### config.mk
export PLATFORM = sky130hd
export DESIGN_NAME = irq_banked_ctrl
export DESIGN_NICKNAME = d
export VERILOG_FILES = /design/src/rtl/irq_pkg.sv /design/src/rtl/irq_sync.sv /design/src/rtl/irq_bank.sv /design/src/rtl/irq_banked_ctrl.sv
export SDC_FILE = /design/constraint.sdc
export NUM_CORES = 1
export LEC_CHECK = 0
export BUFFER_PORTS_ARGS = -buffer_cell sky130_fd_sc_hd__buf_2
export CAP_MARGIN = 0
export CORE_MARGIN = 1.5
export CORE_UTILIZATION = 40
export CTS_CLUSTER_SIZE = 40
export DETAILED_ROUTE_END_ITERATION = 7
export GPL_TIMING_DRIVEN = 0
export PLACE_DENSITY = 0.65
export SYNTH_ARGS = -nofsm -noshare
export SYNTH_HDL_FRONTEND = slang
export SYNTH_SLANG_ARGS = --single-unit
### constraint.sdc
create_clock -name clk -period 2.27 [get_ports clk]
set_clock_uncertainty 0.15 [all_clocks]
set_input_delay 0.3405 -clock clk [delete_from_list [all_inputs] [get_ports clk]]
set_output_delay 0.3405 -clock clk [all_outputs]
set_load 0.03 [all_outputs]
### src/rtl/irq_pkg.sv
// Shared constants for the banked interrupt controller.
// Assumes 32-bit banks and a four-register layout inside each bank.
package irq_pkg;
    typedef enum logic [1:0] {
        REG_EVENT  = 2'd0,
        REG_ENABLE = 2'd1,
        REG_ACK    = 2'd2,
        REG_LEVEL  = 2'd3
    } reg_sel_e;

    localparam logic [31:0] LVL_MASK_WIDE   = 32'h3FF0_0000;
    localparam logic [31:0] LVL_MASK_NARROW = 32'h1FF0_0000;

    // Level-source mask for a bank: only bank 0 carries level sources.
    function automatic logic [31:0] level_mask_f(int bank, bit alt);
        if (bank != 0) return 32'h0;
        return alt ? LVL_MASK_NARROW : LVL_MASK_WIDE;
    endfunction
endpackage

### src/rtl/irq_sync.sv
// Two-flop synchronizer for a vector of asynchronous inputs.
// Assumes each bit is independent; no cross-bit coherence is given.
module irq_sync #(
    parameter int W = 32
) (
    input  logic         clk,
    input  logic         rst_n,
    input  logic [W-1:0] d,
    output logic [W-1:0] q
);
    logic [W-1:0] meta_q;

    // Two register stages, cleared by reset.
    always_ff @(posedge clk) begin
        if (!rst_n) begin
            meta_q <= '0;
            q      <= '0;
        end else begin
            meta_q <= d;
            q      <= meta_q;
        end
    end
endmodule

### src/rtl/irq_bank.sv
// One bank of sources: enable mask, edge flags, level pass-through.
// Assumes lvl_sync is already synchronized. LVL_MASK marks the
// level-triggered bits; every other bit is edge-triggered.
module irq_bank #(
    parameter int          W        = 32,
    parameter logic [31:0] LVL_MASK = 32'h0
) (
    input  logic         clk,
    input  logic         rst_n,
    input  logic [W-1:0] lvl_sync,
    input  logic         en_we,
    input  logic         ack_we,
    input  logic [W-1:0] wdata,
    output logic [W-1:0] en_q,
    output logic [W-1:0] ev_q,
    output logic [W-1:0] rise,
    output logic         pend
);
    localparam logic [W-1:0] LMASK = LVL_MASK[W-1:0];

    logic [W-1:0] prev_q;
    logic [W-1:0] clr;
    logic [W-1:0] ev_nxt;

    // Edge detector on edge-type bits only.
    always_comb rise = lvl_sync & ~prev_q & ~LMASK;

    // Acknowledge bits to clear this cycle.
    always_comb clr = ack_we ? wdata : '0;

    // Flag update: new enabled edges win over a clear.
    always_comb ev_nxt = (ev_q & ~clr) | (rise & en_q);

    // Bank request: flags plus masked level bits, gated by enable.
    always_comb pend = |((ev_q | (lvl_sync & LMASK)) & en_q);

    // Previous synchronized sample for the edge detector.
    always_ff @(posedge clk) begin
        if (!rst_n) prev_q <= '0;
        else        prev_q <= lvl_sync;
    end

    // Enable register, written whole.
    always_ff @(posedge clk) begin
        if (!rst_n)     en_q <= '0;
        else if (en_we) en_q <= wdata;
    end

    // Edge flag register.
    always_ff @(posedge clk) begin
        if (!rst_n) ev_q <= '0;
        else        ev_q <= ev_nxt;
    end
endmodule

### src/rtl/irq_banked_ctrl.sv
// Top of the banked interrupt controller: address decode, read mux,
// synchronizers, banks and the registered request. Assumes bank b sits
// at byte offset (NUM_BANKS-b)*16 and a word-addressed write strobe.
module irq_banked_ctrl #(
    parameter int NUM_BANKS = 2,
    parameter int BANK_W    = 32,
    parameter int ADDR_W    = 6,
    parameter bit ALT_LEVEL = 1'b0
) (
    input  logic                        clk,
    input  logic                        rst_n,
    input  logic                        wr_en,
    input  logic [ADDR_W-1:2]           reg_addr,
    input  logic [BANK_W-1:0]           wdata,
    output logic [BANK_W-1:0]           rdata,
    input  logic [NUM_BANKS*BANK_W-1:0] src_i,
    output logic                        irq_o
);
    import irq_pkg::*;

    localparam int NSRC  = NUM_BANKS * BANK_W;
    localparam int SEL_W = ADDR_W - 4;

    logic [NSRC-1:0]      sync_all;
    logic [NSRC-1:0]      en_all;
    logic [NSRC-1:0]      ev_all;
    logic [NSRC-1:0]      rise_all;
    logic [NUM_BANKS-1:0] pend_bank;
    logic [NUM_BANKS-1:0] hit;
    logic                 pend_any;
    reg_sel_e             rsel;

    always_comb rsel = reg_sel_e'(reg_addr[3:2]);

    irq_sync #(.W(NSRC)) u_sync (
        .clk   (clk),
        .rst_n (rst_n),
        .d     (src_i),
        .q     (sync_all)
    );

    for (genvar b = 0; b < NUM_BANKS; b++) begin : g_bank
        localparam logic [SEL_W-1:0] BSEL = SEL_W'(NUM_BANKS - b);

        // Bank hit from the upper address bits.
        always_comb hit[b] = (reg_addr[ADDR_W-1:4] == BSEL);

        irq_bank #(
            .W        (BANK_W),
            .LVL_MASK (level_mask_f(b, ALT_LEVEL))
        ) u_bank (
            .clk      (clk),
            .rst_n    (rst_n),
            .lvl_sync (sync_all[b*BANK_W +: BANK_W]),
            .en_we    (wr_en && hit[b] && rsel == REG_ENABLE),
            .ack_we   (wr_en && hit[b] && rsel == REG_ACK),
            .wdata    (wdata),
            .en_q     (en_all[b*BANK_W +: BANK_W]),
            .ev_q     (ev_all[b*BANK_W +: BANK_W]),
            .rise     (rise_all[b*BANK_W +: BANK_W]),
            .pend     (pend_bank[b])
        );
    end

    always_comb pend_any = |pend_bank;

    // Read mux: selected bank and register, zero when unmapped.
    always_comb begin
        rdata = '0;
        for (int b = 0; b < NUM_BANKS; b++) begin
            if (hit[b]) begin
                case (rsel)
                    REG_EVENT:  rdata = ev_all[b*BANK_W +: BANK_W];
                    REG_ENABLE: rdata = en_all[b*BANK_W +: BANK_W];
                    REG_LEVEL:  rdata = sync_all[b*BANK_W +: BANK_W];
                    default:    rdata = '0;
                endcase
            end
        end
    end

    // Registered request to the processor.
    always_ff @(posedge clk) begin
        if (!rst_n) irq_o <= 1'b0;
        else        irq_o <= pend_any;
    end
endmodule

==> results of run 1 <==
[layout make-up]
cell class | count | area (sq um) | share of cell area
flip-flops and latches | 311 | 6230 | 0.409
multi-input cells | 861 | 5190 | 0.341
repair buffers | 232 | 1650 | 0.108
clock buffers | 53 | 1080 | 0.0707
well taps | 384 | 480 | 0.0316
plain buffers | 80 | 398 | 0.0261
inverters | 32 | 120 | 0.00789
clock inverters | 8 | 67.6 | 0.00444
diodes | 5 | 12.5 | 0.000822
[layer usage]
layer,up-vias,global-route usage,part of all wire,wire length [microns]
met5,-,0,0.00046,17
met4,2,0.0887,0.028,1050
met3,66,0.0474,0.081,2990
met2,409,0.382,0.45,16600
met1,4792,0.326,0.44,16300
li1,4856,-,-,-
[power by group]
part	internal, mW	leakage (nW)	switching (mW)
sequential	5.61	2.54	0.0817
combinational	0.362	3.06	0.414
clock	3.37	0.567	2.21
total	9.34	6.17	2.71
[through the flow]
step	hold slack, ns	std cells	cell area, sq um
6_report	0.0781	1966	15200
2_1_floorplan	0.256	1285	11900
4_1_cts	0.0546	1959	15200
3_3_place_gp	0.265	1803	13000
5_1_grt	0.0803	1963	15200
3_5_place_dp	0.265	1803	13000
[registers in the layout (all words and copies together), names as in the netlist]
name                  cells
g_bank.u_bank.prev_q     54
g_bank.u_bank.ev_q       64
g_bank.u_bank.en_q       64
u_sync.meta_q            64
u_sync.q                 64
irq_o                     1
[worst min-delay path, delay by kind of cell]
kind	cells	cell delay, ns
buffers and inverters	1	0.13
AND/OR/NAND/NOR	2	0.15
AO/OA/AOI/OAI	1	0.07
[layout by cell type (no fill, tap or decap), types with 10 or more instances in the layout]
cell type / synthesis / final
a21boi_0: 83 / 83
a21boi_1: 35 / 35
a21oi_1: 74 / 73
a221oi_1: 10 / 10
a22o_1: 10 / 10
and2_1: 183 / 182
buf_2: 16 / 156
clkbuf_1: 50 / 45
clkbuf_16: 0 / 37
dfxtp_1: 311 / 311
dlygate4sd3_1: 0 / 96
inv_1: 32 / 32
mux2i_1: 64 / 64
nand2_1: 159 / 159
nand3b_1: 34 / 34
nor2_1: 85 / 85
o21a_1: 21 / 21
o21ai_0: 43 / 43
o22ai_1: 32 / 32
[cell families after synthesis]
logic type	Yosys count
flip-flops	311
buffers and inverters	113
AO/OA/AOI/OAI	316
AND/OR/NAND/NOR	481
multiplexers	64
[repair_timing]
action | CTS | global route
gates resized for setup | 22 | 15
setup endpoints to repair | 32 | 32
hold buffers | 96 | 0
setup buffers | 0 | 2
hold endpoints to repair | 137 | 0
[worst max-delay path by stage]
stage                 to  slack [ns]  cells after the start
2_1_floorplan   rdata[0]        0.19                      5
3_3_place_gp   rdata[12]       -0.44                      7
3_5_place_dp   rdata[11]       -0.47                      7
4_1_cts        rdata[12]      0.0001                      6
5_1_grt         rdata[1]       -0.01                      5
6_report        rdata[2]       0.004                      6
[cells in the mapped netlist, types with 16 or more instances]
| master | number |
|---|---|
| clkbuf_1 | 50 |
| o21ai_0 | 43 |
| inv_1 | 32 |
| dfxtp_1 | 311 |
| nor2_1 | 85 |
| buf_2 | 16 |
| nand2_1 | 159 |
| nand3b_1 | 34 |
| o21a_1 | 21 |
| and2_1 | 183 |
| a21oi_1 | 74 |
| a21boi_0 | 83 |
| a21boi_1 | 35 |
| mux2i_1 | 64 |
| o22ai_1 | 32 |
==> metrics.md, run 1 <==
| Metric | Value |
|---|---|
| Share of the synthesized area in the top cell type | `0.524` |
| Final Hold Fails | `0` |
| RSZ-0062 raised after global routing | `yes` |
| Slew Limit Headroom | `0.336` |
| Synth Cell Area | `0.0119 sq mm` |
| H-tree Lvls | `2` |
| Final setup viols | `0` |
| Unique masters post-synth | `30` |
| Area Overhead vs Synth | `28.2%` |
| Drt pass-1 iters | `5` |
| Synth warn | `0` |
| Mux cell area share after synthesis | `0.0539` |
| Compound-gate portion of the synthesized area | `0.176` |
| Final Power | `12.0 mW` |
| Worst skew pair latency | `0.51 ns` |
| Antenna violations before repair | `5` |
| Reg-to-Reg Start | `g_bank[1].u_bank.ev_q[8]$_SDFF_PN0_` |
| Hold Crit Depth | `4` |
| Worst-path fanout max | `10` |
| First-pass GRT wire length | `56,100 microns` |
| Inserted Clock Buffers | `34` |
| Post-Synth XOR/XNOR Area | `0` |
| Crit Path Category | `in2out` |
| Post-synth EDFFs | `0` |
| Yosys reg bits | `311` |
| Die Footprint | `0.0307 sq mm` |
| Synth area leaders | `dfxtp_1 52%, and2_1 9.6%, mux2i_1 5.4%` |
| Total track usage | `0.241` |
| Worst path top cell family by delay | `buffers and inverters` |
| Port-buffer cells | `134` |
| Vias per cell | `5.15` |
| Syn_nets | `between 1,000 and 1,500` |
| Worst Hold Class | `in2reg` |
| Pwr dens | `792 mW/mm^2` |
| Hold Crit Endpoint | `g_bank[1].u_bank.en_q[0]$_SDFFE_PN0P_` |
| Largest family of logic cells by synthesized area | `simple AND/OR/NAND/NOR gates` |
| WL final | `37,000 microns` |
| Seq/Total Area, Yosys | `0.524` |
| Peak VDD IR | `0.000501 V` |
| Starting Density | `0.410` |
| Ports | `between 100 and 150` |
| Die Wd | `175 microns` |
| Status | `finished, final reports clean` |
| Total negative slack | `0 ns` |
| Placer Congestion | `slightly below 0.9` |
| Slew Viols, Final | `0` |
| Reg2Reg Setup Slack | `0.15 ns` |
| CP cell instances | `buf_2 -> nor2b_1 -> nand2b_1 -> buf_2 -> o22ai_1 -> buf_2` |
| Most frequent CP cell | `buf_2` |
| WL per Instance | `approximately 19 microns` |
| CTS tree | `yes` |
| Period utilization | `0.998` |
| Fill count | `2,679` |
| Main synth FF type | `dfxtp_1` |
| Hpwl dp | `25,700 microns` |
| Syn_area_per_cell | `9.24 sq um` |
| Cell count after synthesis | `1,285` |
| Core Region | `~0.029 sq mm` |
| CP bufs+invs | `3` |
| Critical Path Sink Type | `primary output` |
| Clock Path Buffers | `3` |
| Nets | `roughly 1,700` |
| Die height | `175 microns` |
| Worst reg2reg path endpoint | `irq_o$_SDFF_PN0_` |
| # rows | `62` |
| Max incr delay on CP | `approximately 0.32 ns` |
| Drt drc | `0` |
| Setup WS post-layout | `0.00373 ns` |
| Via count | `10,100` |
| FMAX | `between 400 and 500 MHz` |
| Final Core Density | `0.526` |
| Crit start category | `primary input` |
| Required time of the critical path | `1.78 ns` |
| Synth async-reset ratio | `0` |
| CTS root buffer | `clkbuf_16` |
| Post-Synth Adder-Cell Area | `0` |
| Synth Area in Simple Gates | `0.207` |
| Detail Route Antenna Nets | `0` |
| Worst R2R Path Depth | `4` |
| Maxcap violations | `0` |
| Area leader, netlist | `dfxtp_1` |
| Slew @ Worst Pin | `0.996 ns` |
| Clk pin slew, worst setup/hold paths | `0.06 ns` |
| Hold path startpoint | `reg_addr[5]` |
| Proportion of layout cells with a drive suffix above 1 | `0.153` |
| Number of global-route vias before repair | `9,685` |
| Post-Place Worst Slack | `-0.470 ns` |
| LEAKAGE | `6.17 nW` |
| Minimum clock period | `2.27 ns` |
| CP max-delay cell | `buf_2` |
| Data arrival, critical path | `1.78 ns` |
| Global route total overflow | `0` |
| Drt initial violations | `919` |
| Crit. Startpoint | `reg_addr[3]` |
| Largest net degree at the start of global routing | `14` |
| # clock sinks | `between 300 and 400` |
Note: power is estimated with default switching activity, not from simulation.
==> run 2, diff against run 1 <==
Settings changed: CORE_UTILIZATION 40 to 35, PLACE_DENSITY 0.65 to 0.59.
==> run 2 against run 1 <==
  * Highest routed layer is now met4
  * Cell count rose by 3.2%
  * Total power is 3.4% higher
  * The run now ends with negative setup slack left
  * Clock power up 7.2%
  * Sequential share of layout area is 0.51 points lower
==> metrics.md, run 2 (synthesis results as in run 1) <==
| Metric | Value |
|---|---|
| Status | `finished with violations (was finished, final reports clean)` |
| Violations in the final reports | `negative setup slack` |
| Clk pin slew, worst setup/hold paths | `0.06 ns (about the same)` |
| Die Wd | `187 microns (was 175 microns)` |
| H-tree Lvls | `2 (unchanged)` |
| Core Region | `0.0334 sq mm (was 0.0289 sq mm)` |
| Pwr dens | `808 mW/mm^2 (was 792 mW/mm^2)` |
| Port-buffer cells | `134 (unchanged)` |
| Crit. Startpoint | `reg_addr[2] (was reg_addr[3])` |
| Worst R2R Path Depth | `4 (unchanged)` |
| Reg-to-Reg Start | `g_bank[1].u_bank.en_q[8]$_SDFFE_PN0P_ (was g_bank[1].u_bank.ev_q[8]$_SDFF_PN0_)` |
| Worst-path fanout max | `10 (unchanged)` |
| Drt pass-1 iters | `5 (unchanged)` |
| Maxcap violations | `0 (unchanged)` |
| Minimum clock period | `2.29 ns (was 2.27 ns)` |
| Crit Path Category | `in2out (unchanged)` |
| Total negative slack | `-0.0196 ns (was 0 ns)` |
| RSZ-0062 raised after global routing | `yes (unchanged)` |
| Inserted Clock Buffers | `36 (was 34)` |
| Total track usage | `0.218 (was 0.241)` |
| Slew Viols, Final | `0 (unchanged)` |
| Nets | `1,655 (unchanged)` |
| Antenna violations before repair | `2 (was 5)` |
| Vias per cell | `4.97 (was 5.15)` |
| # clock sinks | `311 (unchanged)` |
| Reg2Reg Setup Slack | `0.13 ns (was 0.15 ns)` |
| Crit start category | `primary input (unchanged)` |
| Number of global-route vias before repair | `9,897 (was 9,685)` |
| Proportion of layout cells with a drive suffix above 1 | `0.155 (was 0.153)` |
| Global route total overflow | `0 (unchanged)` |
| # rows | `67 (was 62)` |
| Commonest non-fill, non-tap cells in the layout | `309 x dfxtp_1, 182 x and2_1, 159 x nand2_1 (was 311 x dfxtp_1, 182 x and2_1, 159 x nand2_1)` |
| Clock Path Buffers | `3 (unchanged)` |
| Final setup viols | `2 (was 0)` |
| WL per Instance | `18.8 microns (about the same)` |
| Placer Congestion | `0.873 (was 0.880)` |
| Critical Path Sink Type | `primary output (unchanged)` |
| Via count | `10,100 (about the same)` |
| Peak VDD IR | `0.000450 V (was 0.000501 V)` |
| CTS root buffer | `clkbuf_16 (unchanged)` |
| Commonest non-fill, non-tap cell in the layout | `dfxtp_1 (unchanged)` |
| Fill count | `3,216 (was 2,679)` |
| Final Hold Fails | `0 (unchanged)` |
| Die height | `187 microns (was 175 microns)` |
| WL final | `38,200 microns (was 37,000 microns)` |
| Setup WS post-layout | `-0.0196 ns (was 0.00373 ns)` |
| Worst skew pair latency | `0.52 ns (was 0.51 ns)` |
| Period utilization | `1.01 (was 0.998)` |
| Largest net degree at the start of global routing | `14 (unchanged)` |
| Starting Density | `0.355 (was 0.410)` |
| Area Overhead vs Synth | `29.8% (was 28.2%)` |
| Ports | `136 (unchanged)` |
| Data arrival, critical path | `1.80 ns (was 1.78 ns)` |
| Worst reg2reg path endpoint | `irq_o$_SDFF_PN0_ (unchanged)` |
| End point of the critical path | `rdata[31] (was rdata[2])` |
| Drt initial violations | `621 (was 919)` |
| Post-Place Worst Slack | `-0.529 ns (was -0.470 ns)` |
| First-pass GRT wire length | `58,500 microns (was 56,100 microns)` |
| Post-CTS setup buffer count | `0 (unchanged)` |
| Worst Hold Class | `in2reg (unchanged)` |
| Slew @ Worst Pin | `0.972 ns (was 0.996 ns)` |
| Drt drc | `0 (unchanged)` |
| FMAX | `437 MHz (was 441 MHz)` |
| Die Footprint | `0.0350 sq mm (was 0.0307 sq mm)` |
| Hpwl dp | `26,800 microns (was 25,700 microns)` |
| Required time of the critical path | `1.78 ns (about the same)` |
| LEAKAGE | `6.21 nW (was 6.17 nW)` |
| Slew Limit Headroom | `0.352 (was 0.336)` |
| CTS tree | `yes (unchanged)` |
| Detail Route Antenna Nets | `0 (unchanged)` |
## run 2: changes by cell type in the layout (fill, tap and decap cells not counted), moves of 2 or more
cell	delta
bufinv_16	+2
clkbuf_2	-6
clkbuf_4	+6
diode_2	-3
buf_4	-2
dfxtp_2	+2
clkinv_2	-3
dfxtp_1	-2
clkbuf_1	+2
## run 2: worst min-delay path by stage
stage,from,end,slack [ns],cells after the start
2_1_floorplan,u_sync.meta_q[61]$_SDFF_PN0_,u_sync.q[61]$_SDFF_PN0_,0.26,1
3_3_place_gp,u_sync.meta_q[7]$_SDFF_PN0_,u_sync.q[7]$_SDFF_PN0_,0.26,1
3_5_place_dp,u_sync.meta_q[2]$_SDFF_PN0_,u_sync.q[2]$_SDFF_PN0_,0.27,1
4_1_cts,reg_addr[4],g_bank[0].u_bank.en_q[31]$_SDFFE_PN0P_,0.06,4
5_1_grt,reg_addr[4],g_bank[0].u_bank.en_q[31]$_SDFFE_PN0P_,0.11,4
6_report,reg_addr[4],g_bank[0].u_bank.en_q[31]$_SDFFE_PN0P_,0.08,4
## run 2: power by group
group	internal (mW)	switching (mW)
logic	0.364	0.422
registers	5.61	0.0811
clock network	3.71	2.27
## run 2: timing repair
item                                    4_1_cts  5_1_grt
hold endpoints to repair                    138        0
hold buffers                                 96        0
gates resized for setup                      33       17
pin swaps                                     0        0
endpoints found under the setup margin       32       27
## run 2: final cells by class
type	count	area (sq um)	share of cell area
Sequential cell	311	6230	0.404
Multi-Input combinational cell	861	5200	0.338
Timing Repair Buffer	230	1630	0.106
Clock buffer	56	1110	0.0719
Tap cell	448	561	0.0364
Buffer	80	420	0.0273
Clock inverter	9	138	0.00893
Inverter	32	120	0.00779
Antenna cell	2	5.00	0.000325
## run 2: routing by layer
| layer | up-vias | GRT usage | wire length, microns |
|---|---|---|---|
| met5 | - | 0 | 0 |
| met4 | 0 | 0.0831 | 1270 |
| met3 | 77 | 0.0402 | 2610 |
| met2 | 347 | 0.340 | 16800 |
| met1 | 4811 | 0.298 | 17500 |
| li1 | 4851 | - | - |
## run 2: critical path, cell delays in order
cell,delay [ns]
buf_2,0.16
and2_2,0.34
clkbuf_4,0.32
a21oi_1,0.09
o22ai_1,0.28
buf_2,0.26
## run 2: metrics by stage
stage,cells,hold WS [ns],util,cell area (sq um),power (mW)
after global routing,2027,0.108,0.461,15400,12.8
after CTS,2027,0.0632,0.460,15400,12.5
after global placement,1867,0.263,0.392,13100,6.44
final,2029,0.0773,0.461,15400,12.5
after floorplan,1285,0.256,-,11900,6.11
after detailed placement,1867,0.268,0.392,13100,6.45
